File: config.mk
export PLATFORM = sky130hd
export DESIGN_NAME = i2c_tgt_preload_ctrl
export DESIGN_NICKNAME = d
export VERILOG_FILES = /design/src/rtl/i2c_pre_pkg.sv /design/src/rtl/pre_fifo.sv /design/src/rtl/pre_ctl_regs.sv /design/src/rtl/pre_responder.sv /design/src/rtl/i2c_tgt_preload_ctrl.sv
export SDC_FILE = /design/constraint.sdc
export NUM_CORES = 1
export LEC_CHECK = 0
export ABC_CLOCK_PERIOD_IN_PS = 5200
export BUFFER_PORTS_ARGS = -buffer_cell sky130_fd_sc_hd__buf_2
export CAP_MARGIN = 30
export CORE_MARGIN = 3
export CORE_UTILIZATION = 35
export CTS_CLUSTER_DIAMETER = 30
export DETAILED_ROUTE_END_ITERATION = 10
export MAX_ROUTING_LAYER = met4
export SETUP_SLACK_MARGIN = 0.05
export SYNTH_ARGS = -nofsm -noshare
export SYNTH_HDL_FRONTEND = slang
export SYNTH_HIERARCHICAL = 1
export SYNTH_SLANG_ARGS = --single-unit
File: constraint.sdc
create_clock -name clk -period 5.2 [get_ports clk]
set_input_delay 1.04 -clock clk [delete_from_list [all_inputs] [get_ports clk]]
set_output_delay 1.04 -clock clk [all_outputs]
set_load 0.05 [all_outputs]
File: src/rtl/i2c_pre_pkg.sv
package i2c_pre_pkg;
  typedef struct packed {
    logic preload;
    logic ready;
    logic rd_keep;
    logic wr_keep;
  } pre_ctl_t;
endpackage

File: src/rtl/pre_fifo.sv
module pre_fifo #(
  parameter int DATA_W = 8,
  parameter int DEPTH  = 16
) (
  input  logic              clk,
  input  logic              rst,
  input  logic              push_req,
  input  logic [DATA_W-1:0] push_data,
  input  logic              lock,
  input  logic              fetch,
  input  logic              flush,
  output logic [DATA_W-1:0] q,
  output logic [$clog2(DEPTH):0] level
);
  localparam int AW = $clog2(DEPTH);
  localparam logic [DATA_W-1:0] FILL = {DATA_W{1'b1}};
  localparam logic [AW:0] FULL_LVL = (AW+1)'(DEPTH);

  logic [DATA_W-1:0] mem [DEPTH];
  logic [AW-1:0] wp, rp;
  logic empty, full, do_push, do_pop;

  assign empty   = (level == '0);
  assign full    = (level == FULL_LVL);
  assign do_push = push_req && !lock && !full && !flush;
  assign do_pop  = fetch && !empty && !flush;

  always_ff @(posedge clk) begin
    if (do_push) mem[wp] <= push_data;
  end

  always_ff @(posedge clk) begin
    if (rst) begin
      wp    <= '0;
      rp    <= '0;
      level <= '0;
      q     <= FILL;
    end else begin
      if (fetch) q <= (flush || empty) ? FILL : mem[rp];
      if (flush) begin
        wp    <= '0;
        rp    <= '0;
        level <= '0;
      end else begin
        if (do_push) wp <= wp + 1'b1;
        if (do_pop)  rp <= rp + 1'b1;
        level <= level + (AW+1)'(do_push) - (AW+1)'(do_pop);
      end
    end
  end


  no_overflow_chk: assert property (@(posedge clk) disable iff (rst)
    level <= FULL_LVL);

  flush_empties_chk: assert property (@(posedge clk) disable iff (rst)
    flush |=> level == '0);

  lock_drops_chk: assert property (@(posedge clk) disable iff (rst)
    (push_req && lock && !fetch && !flush) |=> level == $past(level));
endmodule

File: src/rtl/pre_ctl_regs.sv
module pre_ctl_regs
  import i2c_pre_pkg::*;
(
  input  logic     clk,
  input  logic     rst,
  input  logic     we,
  input  pre_ctl_t wd,
  input  logic     hw_clr,
  input  logic     flush,
  input  logic     lock_clr,
  output pre_ctl_t cfg,
  output logic     lock
);
  logic arm_rise;
  assign arm_rise = we && wd.preload && !cfg.preload;

  always_ff @(posedge clk) begin
    if (rst) begin
      cfg  <= '0;
      lock <= 1'b0;
    end else begin
      if (we) begin
        cfg.preload <= wd.preload;
        cfg.rd_keep <= wd.rd_keep;
        cfg.wr_keep <= wd.wr_keep;
      end
      if (hw_clr)        cfg.ready <= 1'b0;
      else if (arm_rise) cfg.ready <= 1'b0;
      else if (we)       cfg.ready <= wd.ready;
      if (flush)         lock <= 1'b1;
      else if (lock_clr) lock <= 1'b0;
    end
  end


  hw_clear_wins_chk: assert property (@(posedge clk) disable iff (rst)
    hw_clr |=> !cfg.ready);

  preload_rise_chk: assert property (@(posedge clk) disable iff (rst)
    (we && wd.preload && !cfg.preload) |=> !cfg.ready);

  lock_set_chk: assert property (@(posedge clk) disable iff (rst)
    flush |=> lock);
endmodule

File: src/rtl/pre_responder.sv
module pre_responder (
  input  logic clk,
  input  logic rst,
  input  logic am_valid,
  input  logic am_read,
  input  logic byte_done,
  input  logic preload,
  input  logic ready,
  input  logic rd_keep,
  input  logic wr_keep,
  output logic resp_valid,
  output logic resp_ack,
  output logic fetch,
  output logic flush,
  output logic hw_clr
);
  logic rd_active, rd_accept;

  assign rd_accept = !preload || ready;
  assign flush  = am_valid && (am_read ? !rd_keep : !wr_keep);
  assign hw_clr = byte_done && rd_active && !am_valid;
  assign fetch  = (am_valid && am_read && rd_accept) || hw_clr;

  always_ff @(posedge clk) begin
    if (rst) begin
      resp_valid <= 1'b0;
      resp_ack   <= 1'b0;
      rd_active  <= 1'b0;
    end else begin
      resp_valid <= am_valid;
      if (am_valid) begin
        resp_ack  <= am_read ? rd_accept : 1'b1;
        rd_active <= am_read && rd_accept;
      end
    end
  end


  nack_unready_chk: assert property (@(posedge clk) disable iff (rst)
    (am_valid && am_read && preload && !ready) |=> (resp_valid && !resp_ack));

  plain_ack_chk: assert property (@(posedge clk) disable iff (rst)
    (am_valid && am_read && !preload) |=> resp_ack);

  write_ack_chk: assert property (@(posedge clk) disable iff (rst)
    (am_valid && !am_read) |=> (resp_valid && resp_ack));
endmodule

File: src/rtl/i2c_tgt_preload_ctrl.sv
module i2c_tgt_preload_ctrl
  import i2c_pre_pkg::*;
#(
  parameter int DATA_W = 8,
  parameter int DEPTH  = 16
) (
  input  logic                    clk,
  input  logic                    rst,
  input  logic                    ctl_we,
  input  logic                    ctl_preload,
  input  logic                    ctl_ready,
  input  logic                    ctl_rd_keep,
  input  logic                    ctl_wr_keep,
  input  logic                    lock_clr,
  input  logic                    fifo_we,
  input  logic [DATA_W-1:0]       fifo_wdata,
  input  logic                    am_valid,
  input  logic                    am_read,
  input  logic                    byte_done,
  output logic                    resp_valid,
  output logic                    resp_ack,
  output logic [DATA_W-1:0]       tx_data,
  output logic                    st_preload,
  output logic                    st_ready,
  output logic                    st_lock,
  output logic [$clog2(DEPTH):0]  fifo_level
);
  pre_ctl_t wd, cfg;
  logic fetch, flush, hw_clr, lock;

  assign wd = '{preload: ctl_preload, ready: ctl_ready,
                rd_keep: ctl_rd_keep, wr_keep: ctl_wr_keep};

  pre_ctl_regs u_regs (
    .clk(clk), .rst(rst), .we(ctl_we), .wd(wd), .hw_clr(hw_clr),
    .flush(flush), .lock_clr(lock_clr), .cfg(cfg), .lock(lock)
  );

  pre_responder u_resp (
    .clk(clk), .rst(rst), .am_valid(am_valid), .am_read(am_read),
    .byte_done(byte_done), .preload(cfg.preload), .ready(cfg.ready),
    .rd_keep(cfg.rd_keep), .wr_keep(cfg.wr_keep),
    .resp_valid(resp_valid), .resp_ack(resp_ack),
    .fetch(fetch), .flush(flush), .hw_clr(hw_clr)
  );

  pre_fifo #(.DATA_W(DATA_W), .DEPTH(DEPTH)) u_fifo (
    .clk(clk), .rst(rst), .push_req(fifo_we), .push_data(fifo_wdata),
    .lock(lock), .fetch(fetch), .flush(flush), .q(tx_data), .level(fifo_level)
  );

  assign st_preload = cfg.preload;
  assign st_ready   = cfg.ready;
  assign st_lock    = lock;
endmodule

==> flow_results.xml, run 1 <==
<?xml version="1.0" encoding="UTF-8"?>
<metrics>
  <group name="yosys">
    <metric name="post_syn_area" unit="um^2">6490</metric>
    <metric name="yosysSeqAreaShare" unit="%">69.4</metric>
    <metric name="yosysUniqueCellTypes" unit="">47</metric>
    <metric name="ys_warn_count" unit="">6</metric>
    <metric name="ys_dominant_reg_cell" unit="">edfxtp_1</metric>
    <metric name="syn-instance-count" unit="">391</metric>
    <metric name="synth_async_sr_flop_share" unit="%">0</metric>
    <metric name="ys_seq_elements" unit="">161</metric>
    <metric name="synth-edff-count" unit="">128</metric>
    <metric name="syn-mean-instance-area" unit="um^2">16.6</metric>
    <metric name="synth_nets" unit="">423</metric>
  </group>
  <group name="worst_setup_path">
    <metric name="arrival" unit="ns">3.85</metric>
    <metric name="critPathCaptureType" unit="">flop</metric>
    <metric name="cp_max_fo" unit="">7</metric>
    <metric name="worst_path_largest_cell_delay" unit="ns">0.40</metric>
    <metric name="crit_slowest_cell" unit="">fa_1</metric>
    <metric name="critical_path.top_delay_family" unit="">simple AND/OR/NAND/NOR gates</metric>
    <metric name="cp_cell_sequence" unit="">buf_2, mux2i_1, and2_1, nor3b_1, and2_1, inv_1, ha_1, inv_1, ha_1, fa_1, a21oi_1, nor2_1, or3_1, a21oi_1</metric>
    <metric name="worst-path-buf-inv" unit="">3</metric>
    <metric name="path_class" unit="">primary input to flop</metric>
    <metric name="timing.critical_path.from_type" unit="">primary input</metric>
    <metric name="crit_required" unit="ns">5.55</metric>
  </group>
  <group name="detailed_routing">
    <metric name="drt_iter0_drc" unit="">222</metric>
    <metric name="route.detailed.drc" unit="">0</metric>
    <metric name="route.detailed.vias_per_inst" unit="">5.04</metric>
    <metric name="number_of_iterations_in_the_first_detailed_routing_pass" unit="">5</metric>
    <metric name="detail_route.wirelength" unit="mm">12.5</metric>
    <metric name="num_vias" unit="">3430</metric>
    <metric name="drtAntennaViolNets" unit="">0</metric>
    <metric name="drt-wirelength-per-cell" unit="um">18.4</metric>
  </group>
  <group name="clock_network">
    <metric name="ctsLongestPathBuffers" unit="">2</metric>
    <metric name="root_buffer" unit="">clkbuf_16</metric>
    <metric name="tritoncts" unit="">yes</metric>
    <metric name="cts.sinks" unit="">161</metric>
    <metric name="cts_clk_pin_slew_worst_paths" unit="ns">0.06</metric>
    <metric name="cts.htree.levels" unit="">4</metric>
    <metric name="tritoncts.num_buffers" unit="">17</metric>
    <metric name="cts_resized" unit="">0</metric>
    <metric name="insertion_delay_to_the_later_sink_of_the_worst_skew_pair" unit="ns">0.42</metric>
    <metric name="cts_hold_repair.buffers" unit="">0</metric>
    <metric name="cts_post_setup_buffers_inserted" unit="">0</metric>
  </group>
  <group name="global_routing">
    <metric name="antenna_found_initial" unit="">1</metric>
    <metric name="grt_pass1_wl" unit="mm">20.0</metric>
    <metric name="grt.total_usage" unit="%">13.8</metric>
    <metric name="first_global_vias" unit="">3524</metric>
    <metric name="pin_count_of_the_biggest_net_entering_global_routing" unit="">41</metric>
    <metric name="globalRouteOverflowTotal" unit="">0</metric>
  </group>
  <group name="sta">
    <metric name="setup_viol" unit="">0</metric>
    <metric name="final-max-slew-violation-count" unit="">0</metric>
    <metric name="tightest_slew" unit="ns">0.879</metric>
    <metric name="fmax" unit="MHz">285</metric>
    <metric name="finClkSkew" unit="ns">0.00609</metric>
    <metric name="final_period_minus_worst_setup_slack" unit="ns">3.50</metric>
    <metric name="timing_hold_violations_final" unit="">0</metric>
    <metric name="slew_headroom" unit="%">41.2</metric>
    <metric name="final.setup.tns" unit="ns">0</metric>
    <metric name="fin_crit_sh" unit="%">67.4</metric>
    <metric name="hold_slack" unit="ns">0.484</metric>
    <metric name="rsz0062_at_grt" unit="">no</metric>
  </group>
  <group name="outcome">
    <metric name="status" unit="">finished, final reports clean</metric>
  </group>
  <group name="finish">
    <metric name="syn2layout_area_growth" unit="%">15.1</metric>
    <metric name="fillCellCount" unit="">1634</metric>
    <metric name="design.final.nets" unit="">469</metric>
    <metric name="final_common_cell" unit="">edfxtp_1</metric>
    <metric name="layout-drive-gt1-share" unit="%">24.4</metric>
    <metric name="final_cell_mix" unit="">edfxtp_1, buf_2, nor2_1</metric>
  </group>
  <group name="floorplan">
    <metric name="core_region_area" unit="um^2">18100</metric>
    <metric name="dieHeight" unit="um">142</metric>
    <metric name="die-area" unit="um^2">20200</metric>
    <metric name="floorplan.die.width" unit="um">142</metric>
    <metric name="row_count" unit="">49</metric>
    <metric name="io_pins" unit="">38</metric>
    <metric name="starting_utilization_of_the_core_area" unit="%">35.9</metric>
  </group>
  <group name="place">
    <metric name="buffer_ports.inserted" unit="">37</metric>
    <metric name="detailed_place_hpwl" unit="mm">8.22</metric>
    <metric name="finalWeightedCongestion" unit="">0.750</metric>
  </group>
  <group name="power">
    <metric name="cell_pwr_density" unit="nW/um^2">370</metric>
    <metric name="vdd_drop_max" unit="mV">0.268</metric>
    <metric name="power.static_leakage" unit="nW">2.54</metric>
  </group>
  <group name="flow_run">
    <metric name="number_of_maximum_capacitance_violations" unit="">0</metric>
  </group>
  <group name="min_path">
    <metric name="worstHoldPathType" unit="">flop to flop</metric>
  </group>
</metrics>
[cell usage after synthesis, drive strengths merged, types with 2 or more instances]
cell	n	area, um^2
edfxtp	128	3840
a21o	2	15.0
nand2b	5	38.8
nor3	9	50.1
or2	2	12.5
mux2i	14	140
mux2	15	169
xor2	4	35.0
inv	16	60.1
o22ai	8	50.1
nand3	5	25.0
nor2b	2	15.0
and2	6	37.5
buf	13	100
ha	11	138
a211o	7	61.3
mux4	24	597
nor2	34	128
nand2	12	45.0
nor3b	2	15.0
dfxtp	33	661
clkbuf	7	26.3
o21ai	2	10.0
a31oi	9	56.3
a21oi	6	33.8
xnor2	4	35.0
[kinds of logic (layout without fill, tap and decap cells)]
group,after synthesis,in the layout,synth area share [%]
AO/OA/AOI/OAI,37,37,3.85
XOR/XNOR,8,8,1.08
adder cells (fa/ha/maj),12,12,2.43
buffers and inverters,37,96,2.93
flip-flops,161,161,69.4
multiplexers,53,53,13.9
other,0,1,0
AND/OR/NAND/NOR,83,83,6.41
[layout make-up]
class	instances	area (um^2)	share of cell area (%)
sequential	161	4510	60.3
multi-input combinational	193	1800	24.1
clock buffer	17	425	5.69
tap	229	287	3.83
timing repair buffer	47	255	3.41
clock inverter	15	135	1.81
inverter	17	63.8	0.854
antenna	1	2.50	0.0335
[worst reg2reg max path, stage by stage, from the launching register on]
cell     delay (ns)
dfxtp_1        0.33
mux2i_1        0.07
and2_1         0.22
nor3b_1        0.35
and2_1         0.34
inv_1          0.08
ha_1           0.27
inv_1          0.04
ha_1           0.19
fa_1           0.40
a21oi_1        0.16
nor2_1         0.06
or3_1          0.34
a21oi_1        0.14
[state kept, by name, indices dropped and copies added (netlist names), named ones only]
register	cells
u_fifo/mem	128
u_fifo/q	8
u_fifo/level	5
u_fifo/rp	4
u_fifo/wp	4
u_regs/cfg	4
u_regs/lock	1
u_resp/rd_active	1
u_resp/resp_ack	1
u_resp/resp_valid	1
[path summary, 6_finish.rpt]
path | startpoint | endpoint | slack [ns] | depth (start not counted)
setup / recovery | am_read | u_fifo/level[4] | 1.70 | 14
hold / removal | u_resp/rd_active | u_resp/rd_active | 0.48 | 2
setup reg to reg | u_regs/cfg[1] | u_fifo/level[4] | 2.15 | 13
hold reg to reg | u_resp/rd_active | u_resp/rd_active | 0.48 | 2
[through the flow]
stage	power [mW]	util (%)	setup WS, ns	cells	instance area (um^2)
final	2.76	41.3	1.70	680	7470
after global routing	2.88	41.3	1.44	680	7470
after CTS	2.80	41.3	1.73	679	7470
after detailed placement	1.63	38.2	1.29	647	6910
after global placement	1.62	38.2	1.35	645	6900
after floorplan	1.57	-	1.64	391	6490
[power breakdown]
group          internal, mW  total (mW)  switching, mW
Combinational        0.0645       0.178          0.114
Clock                 0.663        1.17          0.506
Sequential             1.41        1.42         0.0109
Total                  2.13        2.76          0.631
[layer usage]
metal | GRT usage, % | vias to the layer above | share of wire (%)
met2 | 20.7 | 85 | 48
met3 | 4.37 | 7 | 5.1
met1 | 18.1 | 1738 | 46
met5 | - | - | 0
met4 | 3.79 | 0 | 0.52
li1 | - | 1600 | -
(Power assumes the default switching activity.)
==> run 2: changes to the inputs <==
--- a/config.mk
+++ b/config.mk
@@ -5,7 +5,7 @@
 export SDC_FILE = /design/constraint.sdc
 export NUM_CORES = 1
 export LEC_CHECK = 0
-export ABC_CLOCK_PERIOD_IN_PS = 5200
+export ABC_CLOCK_PERIOD_IN_PS = 3000
 export BUFFER_PORTS_ARGS = -buffer_cell sky130_fd_sc_hd__buf_2
 export CAP_MARGIN = 30
 export CORE_MARGIN = 3
==> constraint.sdc (replaced) <==
create_clock -name clk -period 3 [get_ports clk]
set_input_delay 0.6 -clock clk [delete_from_list [all_inputs] [get_ports clk]]
set_output_delay 0.6 -clock clk [all_outputs]
set_load 0.05 [all_outputs]
==> run 2 against run 1 <==
Setup slack got worse by 1.4 ns. Via count rose by 1.2%. Routed wire length fell by 0.54%. Cell area rose by 1.3%. Critical path depth fell by 1. Sequential power rose by 74%. Flip-flop and latch count did not move. Combinational power rose by 78%. Largest cell class unchanged. Largest power group unchanged.
==> flow_results.xml, run 2 (synthesis results as in run 1) <==
<?xml version="1.0" encoding="UTF-8"?>
<metrics>
  <group name="sta">
    <metric name="timing_hold_violations_final" unit="">0</metric>
    <metric name="hold_slack" unit="ns">0.424</metric>
    <metric name="final-max-slew-violation-count" unit="">0</metric>
    <metric name="fmax" unit="MHz">374</metric>
    <metric name="setup_viol" unit="">0</metric>
    <metric name="finClkSkew" unit="ns">0.0138</metric>
    <metric name="final.setup.tns" unit="ns">0</metric>
    <metric name="final_period_minus_worst_setup_slack" unit="ns">2.68</metric>
    <metric name="fin_crit_sh" unit="%">89.2</metric>
    <metric name="post-route-worst-setup-slack" unit="ns">0.324</metric>
    <metric name="tightest_slew" unit="ns">0.687</metric>
    <metric name="rsz0062_at_grt" unit="">no</metric>
    <metric name="slew_headroom" unit="%">54.2</metric>
  </group>
  <group name="global_routing">
    <metric name="grt.total_usage" unit="%">13.3</metric>
    <metric name="grt_pass1_wl" unit="mm">19.6</metric>
    <metric name="antenna_found_initial" unit="">0</metric>
    <metric name="pin_count_of_the_biggest_net_entering_global_routing" unit="">27</metric>
    <metric name="globalRouteOverflowTotal" unit="">0</metric>
    <metric name="first_global_vias" unit="">3551</metric>
  </group>
  <group name="clock_network">
    <metric name="tritoncts" unit="">yes</metric>
    <metric name="ctsLongestPathBuffers" unit="">2</metric>
    <metric name="tritoncts.num_buffers" unit="">17</metric>
    <metric name="cts_clk_pin_slew_worst_paths" unit="ns">0.06</metric>
    <metric name="root_buffer" unit="">clkbuf_16</metric>
    <metric name="cts.sinks" unit="">161</metric>
    <metric name="cts_post_setup_buffers_inserted" unit="">0</metric>
    <metric name="cts.htree.levels" unit="">4</metric>
    <metric name="insertion_delay_to_the_later_sink_of_the_worst_skew_pair" unit="ns">0.42</metric>
  </group>
  <group name="detailed_routing">
    <metric name="route.detailed.vias_per_inst" unit="">5.04</metric>
    <metric name="route.detailed.drc" unit="">0</metric>
    <metric name="num_vias" unit="">3471</metric>
    <metric name="drt_iter0_drc" unit="">210</metric>
    <metric name="drtAntennaViolNets" unit="">0</metric>
    <metric name="drt-wirelength-per-cell" unit="um">18.1</metric>
    <metric name="number_of_iterations_in_the_first_detailed_routing_pass" unit="">4</metric>
    <metric name="detail_route.wirelength" unit="mm">12.4</metric>
  </group>
  <group name="floorplan">
    <metric name="floorplan.die.width" unit="um">142</metric>
    <metric name="row_count" unit="">49</metric>
    <metric name="dieHeight" unit="um">142</metric>
    <metric name="core_region_area" unit="um^2">18100</metric>
    <metric name="io_pins" unit="">38</metric>
    <metric name="die-area" unit="um^2">20200</metric>
    <metric name="starting_utilization_of_the_core_area" unit="%">35.9</metric>
  </group>
  <group name="power">
    <metric name="vdd_drop_max" unit="mV">0.530</metric>
    <metric name="cell_pwr_density" unit="nW/um^2">630</metric>
    <metric name="power.static_leakage" unit="nW">2.60</metric>
    <metric name="finalPower" unit="mW">4.77</metric>
  </group>
  <group name="place">
    <metric name="detailed_place_hpwl" unit="mm">8.11</metric>
    <metric name="place_inst" unit="">658</metric>
    <metric name="area_of_placed_instances" unit="um^2">7010</metric>
    <metric name="finalWeightedCongestion" unit="">0.747</metric>
    <metric name="buffer_ports.inserted" unit="">37</metric>
    <metric name="place_worst_setup_slack" unit="ns">-0.0124</metric>
  </group>
  <group name="worst_setup_path">
    <metric name="crit_required" unit="ns">3.34</metric>
    <metric name="arrival" unit="ns">3.02</metric>
    <metric name="critical_path.reg2reg.startpoint" unit="">u_fifo/level[2]</metric>
    <metric name="critical_path_cell_count" unit="">13</metric>
    <metric name="worstSetupStartpoint" unit="">u_fifo/level[2]</metric>
    <metric name="cp_cell_sequence" unit="">inv_1, ha_1, nor4b_2, nand2b_1, nor2_1, ha_1, inv_1, ha_1, fa_2, a21oi_1, nor2_1, or3_1, a21oi_1</metric>
    <metric name="critPathCaptureType" unit="">flop</metric>
    <metric name="worst_r2r_path_depth" unit="">13</metric>
    <metric name="critical-path-top-cell-by-count" unit="">ha_1</metric>
    <metric name="crit_slowest_cell" unit="">fa_2</metric>
    <metric name="ff2ff_setup_slack" unit="ns">0.32</metric>
    <metric name="critical_path.top_delay_family" unit="">adder cells</metric>
    <metric name="timing.rr.end" unit="">u_fifo/level[4]</metric>
    <metric name="worst_path_largest_cell_delay" unit="ns">0.35</metric>
    <metric name="cp_max_fo" unit="">3</metric>
    <metric name="path_class" unit="">flop to flop</metric>
    <metric name="timing.critical_path.from_type" unit="">flop</metric>
    <metric name="worst-path-buf-inv" unit="">2</metric>
  </group>
  <group name="finish">
    <metric name="antenna_cells" unit="">0</metric>
    <metric name="final_cell_count_without_fillers" unit="">689</metric>
    <metric name="layout-drive-gt1-share" unit="%">27.4</metric>
    <metric name="final_common_cell" unit="">edfxtp_1</metric>
    <metric name="leading_registers_by_flop_count" unit="">u_fifo/mem: 128 flops, u_fifo/q: 8 flops, u_fifo/level: 5 flops</metric>
    <metric name="regMostFlops" unit="">u_fifo/mem</metric>
    <metric name="final_design_area_no_fill" unit="um^2">7570</metric>
    <metric name="design.final.nets" unit="">480</metric>
    <metric name="syn2layout_area_growth" unit="%">16.5</metric>
    <metric name="fillCellCount" unit="">1616</metric>
    <metric name="final_core_util" unit="%">41.8</metric>
    <metric name="largest_register_ff_count" unit="">128</metric>
    <metric name="final_cell_mix" unit="">edfxtp_1, buf_2, nor2_1</metric>
  </group>
  <group name="flow_run">
    <metric name="number_of_maximum_capacitance_violations" unit="">0</metric>
  </group>
  <group name="min_path">
    <metric name="whs_endpoint" unit="">u_regs/cfg[0]</metric>
    <metric name="worstHoldPathType" unit="">primary input to flop</metric>
    <metric name="holdCritStartpoint" unit="">ctl_wr_keep</metric>
    <metric name="worst_hold_path.num_cells" unit="">3</metric>
  </group>
  <group name="outcome">
    <metric name="status" unit="">finished, final reports clean</metric>
  </group>
</metrics>
run 2: cell type report:
| cell class | count | area (um^2) | share of cell area (%) |
|---|---|---|---|
| Tap cell | 229 | 287 | 3.79 |
| Clock buffer | 17 | 425 | 5.62 |
| Timing Repair Buffer | 58 | 343 | 4.53 |
| Clock inverter | 14 | 125 | 1.65 |
| Sequential cell | 161 | 4510 | 59.6 |
| Multi-Input combinational cell | 193 | 1820 | 24.0 |
| Inverter | 17 | 63.8 | 0.843 |
run 2: repair_timing:
item,in CTS,in global routing
resized for setup,0,1
endpoints found under the hold margin,0,0
hold buffers,0,0
endpoints found under the setup margin,0,1
run 2: worst max-delay path by stage:
stage	to	slack (ns)
finish	u_fifo/level[4]	0.32
CTS	u_fifo/level[4]	0.18
detailed placement	u_fifo/level[4]	-0.01
global route	u_fifo/level[4]	0.15
global placement	u_fifo/level[4]	0.04
floorplan	u_fifo/level[4]	0.09
run 2: report_power, final:
group | switching [mW] | total [mW] | internal [mW] | leakage [nW]
clock | 0.900 | 1.98 | 1.08 | 0.264
combinational | 0.193 | 0.317 | 0.125 | 0.916
sequential | 0.0274 | 2.47 | 2.44 | 1.42
total | 1.12 | 4.77 | 3.65 | 2.60
run 2: layer usage:
metal	track usage, %	vias up	share of wire (%)
met3	3.70	7	6.1
li1	-	1627	-
met1	18.0	1727	46
met5	-	-	0
met4	3.54	0	0.47
met2	19.8	110	47
run 2: worst register-to-register path: cells and delay by family (launching register included):
kind	cells	cell delay, ns
AOI/OAI and AO/OA	2	0.30
DFF	1	0.33
buffers and inverters	2	0.12
and+or+nand+nor	5	0.88
adders and majority gates	4	0.99
